[config.mk]
export PLATFORM = sky130hd
export DESIGN_NAME = fp_exc_unit
export DESIGN_NICKNAME = d
export VERILOG_FILES = /design/src/rtl/fpx_pkg.sv /design/src/rtl/fpx_flag_merge.sv /design/src/rtl/fpx_rnd_decode.sv /design/src/rtl/fpx_status_reg.sv /design/src/rtl/fp_exc_unit.sv
export SDC_FILE = /design/constraint.sdc
export NUM_CORES = 1
export LEC_CHECK = 0
export ABC_AREA = 0
export BUFFER_PORTS_ARGS = -buffer_cell sky130_fd_sc_hd__buf_4
export CORE_MARGIN = 3
export CORE_UTILIZATION = 30
export DETAILED_ROUTE_END_ITERATION = 16
export SLEW_MARGIN = 20
export SYNTH_ARGS = -nofsm -noshare
export SYNTH_HDL_FRONTEND = slang
export SYNTH_SLANG_ARGS = --single-unit
[constraint.sdc]
create_clock -name clk -period 2.26 [get_ports clk]
set_input_delay 0 -clock clk [delete_from_list [all_inputs] [get_ports clk]]
set_output_delay 0 -clock clk [all_outputs]
set_load 0.01 [all_outputs]
[src/rtl/fpx_pkg.sv]
package fpx_pkg;
  localparam int FLAG_W = 5;
  localparam int SR_W   = 32;
  localparam int RM_W   = 4;

  // Flag order: MSB invalid ... LSB inexact
  typedef struct packed {
    logic nv;
    logic of;
    logic uf;
    logic dz;
    logic nx;
  } fpx_flags_t;

  typedef enum logic [1:0] {
    RD_NEAR = 2'b00,
    RD_ZERO = 2'b01,
    RD_UP   = 2'b10,
    RD_DOWN = 2'b11
  } fpx_rd_e;

  localparam logic [2:0] FTT_IEEE = 3'b001;
endpackage

[src/rtl/fpx_flag_merge.sv]
module fpx_flag_merge
  import fpx_pkg::*;
#(
  parameter int W         = SR_W,
  parameter int NF        = FLAG_W,
  parameter int CEXC_LSB  = 0,
  parameter int AEXC_LSB  = 5,
  parameter int TEM_LSB   = 23,
  parameter int FTT_LSB   = 14,
  parameter int FTT_W     = 3
) (
  input  logic [W-1:0]  sr_cur,
  input  fpx_flags_t    flags,
  output logic [W-1:0]  sr_next,
  output logic          trap_hit,
  output logic          any_flag
);
  localparam int CEXC_MSB = CEXC_LSB + NF - 1;
  localparam int AEXC_MSB = AEXC_LSB + NF - 1;
  localparam int FTT_MSB  = FTT_LSB + FTT_W - 1;

  logic [NF-1:0] fvec;
  logic [NF-1:0] hit_bits;
  logic [NF-1:0] acc_bits;

  assign fvec = flags;

  for (genvar i = 0; i < NF; i++) begin : g_bit
    assign hit_bits[i] = fvec[i] & sr_cur[TEM_LSB + i];
    assign acc_bits[i] = fvec[i] | sr_cur[AEXC_LSB + i];
  end

  assign any_flag = |fvec;
  assign trap_hit = |hit_bits;

  always_comb begin
    sr_next = sr_cur;
    if (any_flag) begin
      sr_next[CEXC_MSB:CEXC_LSB] = fvec;
      if (trap_hit) begin
        sr_next[FTT_MSB:FTT_LSB] = FTT_IEEE;
      end else begin
        sr_next[AEXC_MSB:AEXC_LSB] = acc_bits;
      end
    end
  end
endmodule

[src/rtl/fpx_rnd_decode.sv]
module fpx_rnd_decode
  import fpx_pkg::*;
(
  input  logic [1:0]      rd_field,
  output logic [RM_W-1:0] rm_onehot
);
  fpx_rd_e rd;
  assign rd = fpx_rd_e'(rd_field);

  always_comb begin
    unique case (rd)
      RD_NEAR: rm_onehot = 4'b0001;
      RD_ZERO: rm_onehot = 4'b0010;
      RD_UP:   rm_onehot = 4'b0100;
      RD_DOWN: rm_onehot = 4'b1000;
      default: rm_onehot = 4'b0010;
    endcase
  end
endmodule

[src/rtl/fpx_status_reg.sv]
module fpx_status_reg #(
  parameter int W = 32
) (
  input  logic         clk,
  input  logic         rst_n,
  input  logic         sw_we,
  input  logic [W-1:0] sw_data,
  input  logic         upd_en,
  input  logic [W-1:0] upd_data,
  input  logic         upd_trap,
  output logic [W-1:0] sr_q,
  output logic         trap_q
);
  always_ff @(posedge clk) begin
    if (!rst_n) begin
      sr_q   <= '0;
      trap_q <= 1'b0;
    end else begin
      trap_q <= 1'b0;
      if (sw_we) begin
        sr_q <= sw_data;
      end else if (upd_en) begin
        sr_q   <= upd_data;
        trap_q <= upd_trap;
      end
    end
  end
endmodule

[src/rtl/fp_exc_unit.sv]
module fp_exc_unit
  import fpx_pkg::*;
(
  input  logic              clk,
  input  logic              rst_n,
  input  logic              flag_valid,
  output logic              flag_ready,
  input  logic [FLAG_W-1:0] flags_in,
  input  logic              sr_we,
  input  logic [SR_W-1:0]   sr_wdata,
  output logic [SR_W-1:0]   sr_rdata,
  output logic              trap_req,
  output logic [RM_W-1:0]   rm_onehot
);
  localparam int RD_LSB = 30;

  logic [SR_W-1:0] sr_q;
  logic [SR_W-1:0] sr_next;
  logic            hit;
  logic            any_flag;
  logic            accept;

  assign flag_ready = ~sr_we;
  assign accept     = flag_valid & flag_ready;

  fpx_flag_merge #(.W(SR_W), .NF(FLAG_W)) u_merge (
    .sr_cur   (sr_q),
    .flags    (fpx_flags_t'(flags_in)),
    .sr_next  (sr_next),
    .trap_hit (hit),
    .any_flag (any_flag)
  );

  fpx_status_reg #(.W(SR_W)) u_reg (
    .clk      (clk),
    .rst_n    (rst_n),
    .sw_we    (sr_we),
    .sw_data  (sr_wdata),
    .upd_en   (accept & any_flag),
    .upd_data (sr_next),
    .upd_trap (hit),
    .sr_q     (sr_q),
    .trap_q   (trap_req)
  );

  fpx_rnd_decode u_rnd (
    .rd_field  (sr_q[RD_LSB+1:RD_LSB]),
    .rm_onehot (rm_onehot)
  );

  assign sr_rdata = sr_q;
endmodule

==> results.sh, run 1 <==
export IMPL_status="completed"
export IMPL_fmax_mhz=686
export IMPL_ys_seq_area_share_pct=46.2
export IMPL_cts_sink_count=33
export IMPL_pin_count=79
export IMPL_die_h_um=75.1
export IMPL_setup_tns_ns=0
export IMPL_cellPowerDensity_mw_per_mm2=573
export IMPL_pre_cts_ws_ns=0.826
export IMPL_slew_headroom_pct=64.0
export IMPL_crit_type="in -> reg"
export IMPL_instances_no_fill=300
export IMPL_cts_buffers=5
export IMPL_grt_pass1_wl_um=6370
export IMPL_synth_area_per_cell_um2=10.1
export IMPL_synth_nets=183
export IMPL_timing_final_crit_share_pct=64.5
export IMPL_clock_path_buffers=2
export IMPL_placed_cells=264
export IMPL_fp_dieW_um=75.1
export IMPL_synthXorXnorAreaFrac_pct=0
export IMPL_worstMarginPinSlew_ns=0.540
export IMPL_dr_pass1_iters=4
export IMPL_synth_top_family_by_area="multiplexers"
export IMPL_via_per_inst=4.59
export IMPL_via_count=1377
export IMPL_synth_distinct_cells=25
export IMPL_start_kind="input pin"
export IMPL_final_hold_violation_count=0
export IMPL_final_common_cell="buf_4"
export IMPL_worst_setup_path_end_kind="flop"
export IMPL_total_power_mw=1.39
export IMPL_place_area_mm2=0.00205
export IMPL_netlist_instances=142
export IMPL_holdWs_ns=0.00374
export IMPL_critical_path_arrival_ns=1.65
export IMPL_synth_ff_type="dfxtp_1"
export IMPL_synthArstFlopShare_pct=0
export IMPL_drc=0
export IMPL_clk_pin_slew_worst_paths_ns=0.07
export IMPL_synth_ff_latch_count=33
export IMPL_ir_drop_uv=308
export IMPL_fp_coreArea_mm2=0.00447
export IMPL_antenna_found_initial=0
export IMPL_worstPathMaxFanout=4
export IMPL_gp_congestion=0.681
export IMPL_layout_drive_gt1_share_pct=40.3
export IMPL_cts_root_buf="clkbuf_8"
export IMPL_num_rows=24
export IMPL_rsz0062_at_grt="no"
export IMPL_clk_latency_ns=0.28
export IMPL_fin_skew_ns=0.00544
export IMPL_synthAdderAreaFrac_pct=0
export IMPL_crit_required_ns=2.46
export IMPL_crit_family="compound AO/OA/AOI/OAI gates"
export IMPL_final_area_mm2=0.00242
export IMPL_finalSetupViolCount=0
export IMPL_synthToLayoutAreaGrowth_pct=69.0
export IMPL_fin_util_pct=54.1
export IMPL_fill_cells=424
export IMPL_hpwl_um=2870
export IMPL_drv_max_cap_violation_count=0
export IMPL_cts_tree="built"
export IMPL_cpPeakStageDelay_ns=0.53
export IMPL_grt_pass1_vias=1342
export IMPL_drt_initial_drc_count=68
export IMPL_slew_violations=0
export IMPL_reg2reg_slack_ns=0.84
export IMPL_setup_ws_ns=0.803
export IMPL_slowest_stage="dlygate4sd3_1"
export IMPL_worstPathCellList="dlygate4sd3_1 -> buf_4 -> a222oi_1 -> nand3_1 -> a211oi_1"
export IMPL_initial_utilization_pct=32.0
export IMPL_final_cell_mix="buf_4, dfxtp_1, dlygate4sd3_1, mux2i_1, nor2b_1"
export IMPL_yosys_warnings=0
export IMPL_synth_mux_area_share_pct=19.2
export IMPL_grt_ovfl_total=0
export IMPL_grt_usage_pct=14.9
export IMPL_htreeDepth=2
export IMPL_syn_area_mm2=0.00143
export IMPL_antennaDiodeCount=0
export IMPL_grt_max_degree=34
export IMPL_period_minus_slack_ns=1.46
export IMPL_ant_nets=0
export IMPL_synth_edff_count=0
export IMPL_routed_wl_um=4100
export IMPL_die_area_mm2=0.00564
export IMPL_wl_per_cell_um=13.7
export IMPL_nets=288
export IMPL_port_buffers=78
export IMPL_hold_path_class="in -> reg"
export IMPL_worst_path_buf_inv=2
export IMPL_synthSimpleGateAreaFrac_pct=19.0
export IMPL_leakagePower_nw=1.13
export IMPL_synth_compound_area_share_pct=12.8
per-layer routing:
layer | part of all wire, % | routed length, um | GRT usage [%]
met1 | 45 | 1840 | 18.4
met2 | 48 | 1970 | 25.0
met3 | 6.0 | 245 | 4.01
met4 | 0.98 | 40 | 5.34
met5 | 0 | 0 | 0
kinds of logic (layout without fill, tap and decap cells):
family                 after synthesis  in the layout
buffers and inverters               10            116
AND/OR/NAND/NOR                     49             49
AO/OA/AOI/OAI                       23             23
flip-flops                          33             33
multiplexers                        27             27
sequential cells by signal, summed over array words and instances (netlist names):
name,count
u_reg.trap_q,1
u_reg.sr_q,32
area by class of cell:
cell class | count | area (um^2) | share of cell area, %
repair buffers | 107 | 873 | 36.1
flip-flops and latches | 33 | 661 | 27.3
well taps | 52 | 65.1 | 2.69
multi-input cells | 99 | 729 | 30.2
clock inverters | 3 | 17.5 | 0.724
inverters | 1 | 3.75 | 0.155
clock buffers | 5 | 68.8 | 2.85
synthesized netlist by cell type (all sizes together) (2+ instances only):
| cell | instances | area [um^2] |
|---|---|---|
| a21oi | 3 | 15.0 |
| mux2 | 4 | 45.0 |
| nor2b | 21 | 131 |
| a32o | 2 | 20.0 |
| a31oi | 2 | 12.5 |
| mux2i | 23 | 230 |
| nand2 | 10 | 37.5 |
| a211oi | 3 | 27.5 |
| nor3 | 4 | 20.0 |
| clkbuf | 6 | 22.5 |
| nor3b | 4 | 30.0 |
| a21bo | 2 | 20.0 |
| and2 | 2 | 13.8 |
| o221a | 4 | 45.0 |
| nor2 | 6 | 22.5 |
| dfxtp | 33 | 661 |
| buf | 3 | 15.0 |
| o21ai | 5 | 25.0 |
worst reg2reg max path, delay by kind of cell (launching register included):
| family | cells | cell delay [ns] |
|---|---|---|
| DFF | 1 | 0.33 |
| and+or+nand+nor | 1 | 0.24 |
| AOI/OAI and AO/OA | 2 | 0.77 |
what timing repair did:
action | CTS | global route
setup endpoints to repair | 0 | 0
hold buffers | 28 | 0
buffers inserted | 0 | 0
gates resized for setup | 0 | 0
hold endpoints to repair | 28 | 0
power breakdown:
part / leakage, nW / total (mW) / internal (mW) / switching, mW
sequential: 0.273 / 0.645 / 0.621 / 0.0240
clock: 0.0439 / 0.430 / 0.212 / 0.217
combinational: 0.811 / 0.312 / 0.187 / 0.125
total: 1.13 / 1.39 / 1.02 / 0.366
final timing paths:
path                                     start              to  cells after the start
worst min register to register  u_reg.sr_q[14]  u_reg.sr_q[14]                      2
worst max-delay path               flags_in[3]   u_reg.sr_q[9]                      5
worst min-delay path              sr_wdata[15]  u_reg.sr_q[15]                      3
worst max register to register  u_reg.sr_q[27]   u_reg.sr_q[9]                      3
(Power assumes the default switching activity.)
==> run 2, diff against run 1 <==
==> constraint.sdc (replaced) <==
create_clock -name clk -period 1.4 [get_ports clk]
set_input_delay 0 -clock clk [delete_from_list [all_inputs] [get_ports clk]]
set_output_delay 0 -clock clk [all_outputs]
set_load 0.01 [all_outputs]
==> run 2 against run 1 <==
Against the previous run: global-route usage grew 1.5 points; sequential share of layout area shrank 0.66 points; hold slack gained 0.015 ns; final cell count grew 0.67%; via count grew 3.3%; register-to-register slack lost 0.75 ns; cell area grew 2.5%; first-iteration DRC count shrank 8.8%; critical path depth shrank 1.
==> results.sh, run 2 (synthesis results as in run 1) <==
export IMPL_initial_utilization_pct=32.0
export IMPL_hold_path_class="in -> reg"
export IMPL_grt_ovfl_total=0
export IMPL_final_common_cell="buf_4"
export IMPL_grt_pass1_wl_um=6840
export IMPL_num_rows=24
export IMPL_cpPeakStageDelay_ns=0.33
export IMPL_worstMarginPinSlew_ns=0.417
export IMPL_ir_drop_uv=629
export IMPL_rsz0062_at_grt="yes"
export IMPL_holdWs_ns=0.0189
export IMPL_cts_root_buf="clkbuf_8"
export IMPL_fp_coreArea_mm2=0.00447
export IMPL_via_per_inst=4.71
export IMPL_port_buffers=78
export IMPL_worstPathMaxFanout=3
export IMPL_cellPowerDensity_mw_per_mm2=1060
export IMPL_antennaDiodeCount=0
export IMPL_slew_headroom_pct=72.2
export IMPL_start_kind="flop"
export IMPL_status="completed"
export IMPL_timing_final_crit_share_pct=93.3
export IMPL_synthToLayoutAreaGrowth_pct=73.2
export IMPL_drc=0
export IMPL_drv_max_cap_violation_count=0
export IMPL_grt_pass1_vias=1421
export IMPL_fin_util_pct=55.4
export IMPL_cts_tree="built"
export IMPL_leakagePower_nw=1.16
export IMPL_final_cell_mix="buf_4, dfxtp_1, dlygate4sd3_1, mux2i_1, nor2b_1"
export IMPL_hpwl_um=2870
export IMPL_regMostFlops="u_reg.sr_q"
export IMPL_final_hold_violation_count=0
export IMPL_fp_dieW_um=75.1
export IMPL_clk_latency_ns=0.29
export IMPL_clk_pin_slew_worst_paths_ns=0.08
export IMPL_worst_setup_path_end_kind="flop"
export IMPL_slew_violations=0
export IMPL_wl_per_cell_um=14.7
export IMPL_htreeDepth=2
export IMPL_cts_sink_count=33
export IMPL_reg_top3="u_reg.sr_q x32, u_reg.trap_q x1"
export IMPL_antenna_found_initial=0
export IMPL_crit_required_ns=1.59
export IMPL_die_area_mm2=0.00564
export IMPL_gp_congestion=0.677
export IMPL_grt_max_degree=34
export IMPL_clock_path_buffers=2
export IMPL_via_count=1423
export IMPL_period_minus_slack_ns=1.31
export IMPL_fin_skew_ns=0.0112
export IMPL_fmax_mhz=766
export IMPL_critical_path_arrival_ns=1.50
export IMPL_largest_register_ffs=32
export IMPL_worstPathCellList="a222oi_1 -> buf_4 -> nand3_1 -> a211oi_1"
export IMPL_drt_initial_drc_count=62
export IMPL_slowest_stage="dfxtp_1"
export IMPL_pin_count=79
export IMPL_die_h_um=75.1
export IMPL_setup_tns_ns=0
export IMPL_cts_buffers=5
export IMPL_cts_resized=0
export IMPL_routed_wl_um=4430
export IMPL_crit_type="reg -> reg"
export IMPL_dr_pass1_iters=4
export IMPL_grt_usage_pct=16.4
export IMPL_finalSetupViolCount=0
export IMPL_nets=290
export IMPL_ant_nets=0
export IMPL_layout_drive_gt1_share_pct=41.2
-- run 2: per-layer routing --
layer  wire (um)  part of all wire (%)  up-vias  track usage, %
li1            -                     -      716               -
met1        1810                    41      642            18.8
met2        2240                    50       57            28.6
met3         287                   6.5        8            4.41
met4          96                   2.2        0            6.92
met5           0                     0        -               0
-- run 2: stage by stage --
step | cell area, um^2 | cells | setup slack [ns] | power, mW
after detailed placement | 2060 | 265 | -0.0727 | 1.51
after CTS | 2480 | 302 | 0.114 | 2.65
after floorplan | 1430 | 142 | 0.132 | 1.27
final | 2480 | 302 | 0.0944 | 2.62
after global placement | 2060 | 265 | -0.0122 | 1.51
after global routing | 2480 | 302 | -0.00364 | 2.76
-- run 2: final timing paths --
check	start	end	slack, ns	depth (start not counted)
hold / removal	sr_wdata[26]	u_reg.sr_q[26]	0.02	3
setup / recovery	u_reg.sr_q[27]	u_reg.sr_q[5]	0.09	4
setup reg to reg	u_reg.sr_q[27]	u_reg.sr_q[5]	0.09	4
hold reg to reg	u_reg.sr_q[14]	u_reg.sr_q[14]	0.50	2
-- run 2: timing repair --
action,in CTS,in global routing
endpoints found under the setup margin,4,2
gates cloned,0,0
hold endpoints to repair,27,0
pin swaps,1,1
buffers inserted,2,0
hold buffers,27,0
-- run 2: critical path: cells and delay by family (launching register included) --
kind | cells | cell delay, ns
and+or+nand+nor | 1 | 0.12
DFF | 1 | 0.33
buffers and inverters | 1 | 0.19
AOI/OAI and AO/OA | 2 | 0.56
-- run 2: power breakdown --
part	total (mW)	switching, mW	internal (mW)
logic	0.519	0.210	0.309
clock network	1.06	0.357	0.707
registers	1.04	0.0399	1.00
-- run 2: final cells by class --
type | instances | area [um^2]
tap | 52 | 65.1
timing repair buffer | 109 | 886
inverter | 1 | 3.75
clock inverter | 3 | 65.1
clock buffer | 5 | 68.8
sequential | 33 | 661
fill | 407 | 2000
multi-input combinational | 99 | 729
==> run 3, diff against run 2 <==
--- a/config.mk
+++ b/config.mk
@@ -8,8 +8,9 @@
 export ABC_AREA = 0
 export BUFFER_PORTS_ARGS = -buffer_cell sky130_fd_sc_hd__buf_4
 export CORE_MARGIN = 3
-export CORE_UTILIZATION = 30
+export CORE_UTILIZATION = 35
 export DETAILED_ROUTE_END_ITERATION = 16
+export PLACE_DENSITY = 0.65
 export SLEW_MARGIN = 20
 export SYNTH_ARGS = -nofsm -noshare
 export SYNTH_HDL_FRONTEND = slang
==> run 3 against run 2 <==
Against the previous run: sequential power barely moved; power down 6.4%; die area is 13% lower; setup slack improved by 0.035 ns; via count decreased by 0.14%; largest power group is now sequential cells.
==> results.sh, run 3 (synthesis results as in run 1) <==
export IMPL_status="completed"
export IMPL_cts_root_buf="clkbuf_8"
export IMPL_setup_ws_ns=0.130
export IMPL_slowest_stage="a222oi_1"
export IMPL_layout_drive_gt1_share_pct=41.0
export IMPL_fmax_mhz=787
export IMPL_grt_ovfl_total=0
export IMPL_ant_nets=0
export IMPL_drt_initial_drc_count=74
export IMPL_timing_rr_start="u_reg.sr_q[26]"
export IMPL_via_count=1421
export IMPL_worst_path_buf_inv=1
export IMPL_slew_violations=0
export IMPL_regMostFlops="u_reg.sr_q"
export IMPL_cpPeakStageDelay_ns=0.39
export IMPL_fin_skew_ns=0.00379
export IMPL_hpwl_um=2930
export IMPL_r2r_cells=4
export IMPL_largest_register_ffs=32
export IMPL_worstPathMaxFanout=3
export IMPL_routed_wl_um=4160
export IMPL_final_common_cell="buf_4"
export IMPL_cellPowerDensity_mw_per_mm2=1020
export IMPL_antennaDiodeCount=0
export IMPL_grt_pass1_wl_um=7090
export IMPL_reg_top3="u_reg.sr_q x32, u_reg.trap_q x1"
export IMPL_cts_tree="built"
export IMPL_dr_pass1_iters=4
export IMPL_holdWs_ns=0.00153
export IMPL_ir_drop_uv=582
export IMPL_final_seq_area_um2=661
export IMPL_final_cell_mix="buf_4, dfxtp_1, mux2i_1, dlygate4sd3_1, nor2b_1"
export IMPL_fin_util_pct=63.2
export IMPL_timing_final_crit_share_pct=90.7
export IMPL_die_h_um=70.0
export IMPL_min_from="sr_wdata[1]"
export IMPL_num_rows=22
export IMPL_leakagePower_nw=1.13
export IMPL_pre_cts_ws_ns=-0.00911
export IMPL_htreeDepth=2
export IMPL_drc=0
export IMPL_via_per_inst=4.87
export IMPL_antenna_found_initial=0
export IMPL_period_minus_slack_ns=1.27
export IMPL_critical_path_arrival_ns=1.49
export IMPL_fp_dieW_um=70.0
export IMPL_drv_max_cap_violation_count=0
export IMPL_cts_sink_count=33
export IMPL_die_area_mm2=0.00489
export IMPL_wl_per_cell_um=14.2
export IMPL_port_buffers=78
export IMPL_synthToLayoutAreaGrowth_pct=67.7
export IMPL_finalSetupViolCount=0
export IMPL_clock_path_buffers=2
export IMPL_crit_type="reg -> reg"
export IMPL_crit_family="compound AO/OA/AOI/OAI gates"
export IMPL_initial_utilization_pct=37.7
export IMPL_crit_required_ns=1.62
export IMPL_start_kind="flop"
export IMPL_hold_path_class="in -> reg"
export IMPL_gp_congestion=0.782
export IMPL_worst_setup_path_end_kind="flop"
export IMPL_final_area_mm2=0.00240
export IMPL_place_area_mm2=0.00205
export IMPL_rsz0062_at_grt="no"
export IMPL_reg2reg_slack_ns=0.13
export IMPL_clk_pin_slew_worst_paths_ns=0.07
export IMPL_multiInputGateArea_um2=729
export IMPL_fp_coreArea_mm2=0.00380
export IMPL_hold_depth=2
export IMPL_worstMarginPinSlew_ns=0.371
export IMPL_grt_usage_pct=17.7
export IMPL_clk_latency_ns=0.28
export IMPL_grt_pass1_vias=1481
export IMPL_placed_cells=260
export IMPL_fill_cells=335
export IMPL_holdPathEnd="u_reg.sr_q[1]"
export IMPL_cts_buffers=5
export IMPL_instances_no_fill=292
export IMPL_worstPathCellList="a222oi_1 -> buf_4 -> and2_2 -> a32o_1"
export IMPL_timing_rr_end="u_reg.sr_q[7]"
export IMPL_slew_headroom_pct=75.3
export IMPL_pin_count=79
export IMPL_final_hold_violation_count=0
export IMPL_grt_max_degree=34
export IMPL_nets=284
-- run 3: cell count changes in the layout (fill, tap and decap cells not counted), sizes merged --
| cell | previous run | this run |
|---|---|---|
| bufinv | 2 | 1 |
| clkinv | 1 | 0 |
| buf | 82 | 80 |
| clkbuf | 5 | 7 |
| dlygate4sd3 | 27 | 23 |
-- run 3: worst max path at each step --
stage / start / end / slack, ns / depth (start not counted)
3_3_place_gp: u_reg.sr_q[27] / u_reg.sr_q[6] / 0.07 / 3
5_1_grt: u_reg.sr_q[27] / u_reg.sr_q[9] / 0.009 / 3
6_report: u_reg.sr_q[26] / u_reg.sr_q[7] / 0.13 / 4
4_1_cts: u_reg.sr_q[27] / u_reg.sr_q[8] / 0.12 / 4
2_1_floorplan: u_reg.sr_q[27] / u_reg.sr_q[6] / 0.13 / 3
3_5_place_dp: u_reg.sr_q[27] / u_reg.sr_q[9] / -0.009 / 3
-- run 3: worst register-to-register path, stage by stage (launching register included) --
cell and delay (ns):
dfxtp_1 0.33, a222oi_1 0.39, buf_4 0.19, and2_2 0.16
a32o_1 0.16
-- run 3: cell type report --
class                      count  share of cell area [%]
timing repair buffer         103                    34.6
clock buffer                   7                    3.60
tap                           48                    2.50
multi-input combinational     99                    30.4
inverter                       1                   0.156
sequential                    33                    27.5
clock inverter                 1                    1.25
-- run 3: routing by layer --
layer | track usage, % | vias up | wire [um]
met5 | 0 | - | 0
met4 | 7.66 | 0 | 102
met3 | 3.17 | 11 | 262
met2 | 29.3 | 52 | 2070
met1 | 22.4 | 653 | 1720
li1 | - | 705 | -
-- run 3: per-stage QoR --
| step | setup TNS, ns | power, mW |
|---|---|---|
| floorplan | 0 | 1.27 |
| global placement | 0 | 1.50 |
| detailed placement | -0.00911 | 1.51 |
| CTS | 0 | 2.48 |
| global route | 0 | 2.58 |
| finish | 0 | 2.46 |
-- run 3: report_power, final --
| group | internal (mW) | total (mW) | switching [mW] |
|---|---|---|---|
| Combinational | 0.296 | 0.498 | 0.201 |
| Clock | 0.580 | 0.914 | 0.334 |
| Sequential | 1.00 | 1.04 | 0.0417 |
| Total | 1.88 | 2.46 | 0.578 |
-- run 3: what timing repair did --
| action | in CTS | in global routing |
|---|---|---|
| setup endpoints to repair | 1 | 1 |
| setup buffers | 1 | 0 |
| endpoints found under the hold margin | 23 | 0 |
| gates resized for setup | 0 | 0 |
| hold buffers | 23 | 0 |
| pin swaps | 1 | 1 |
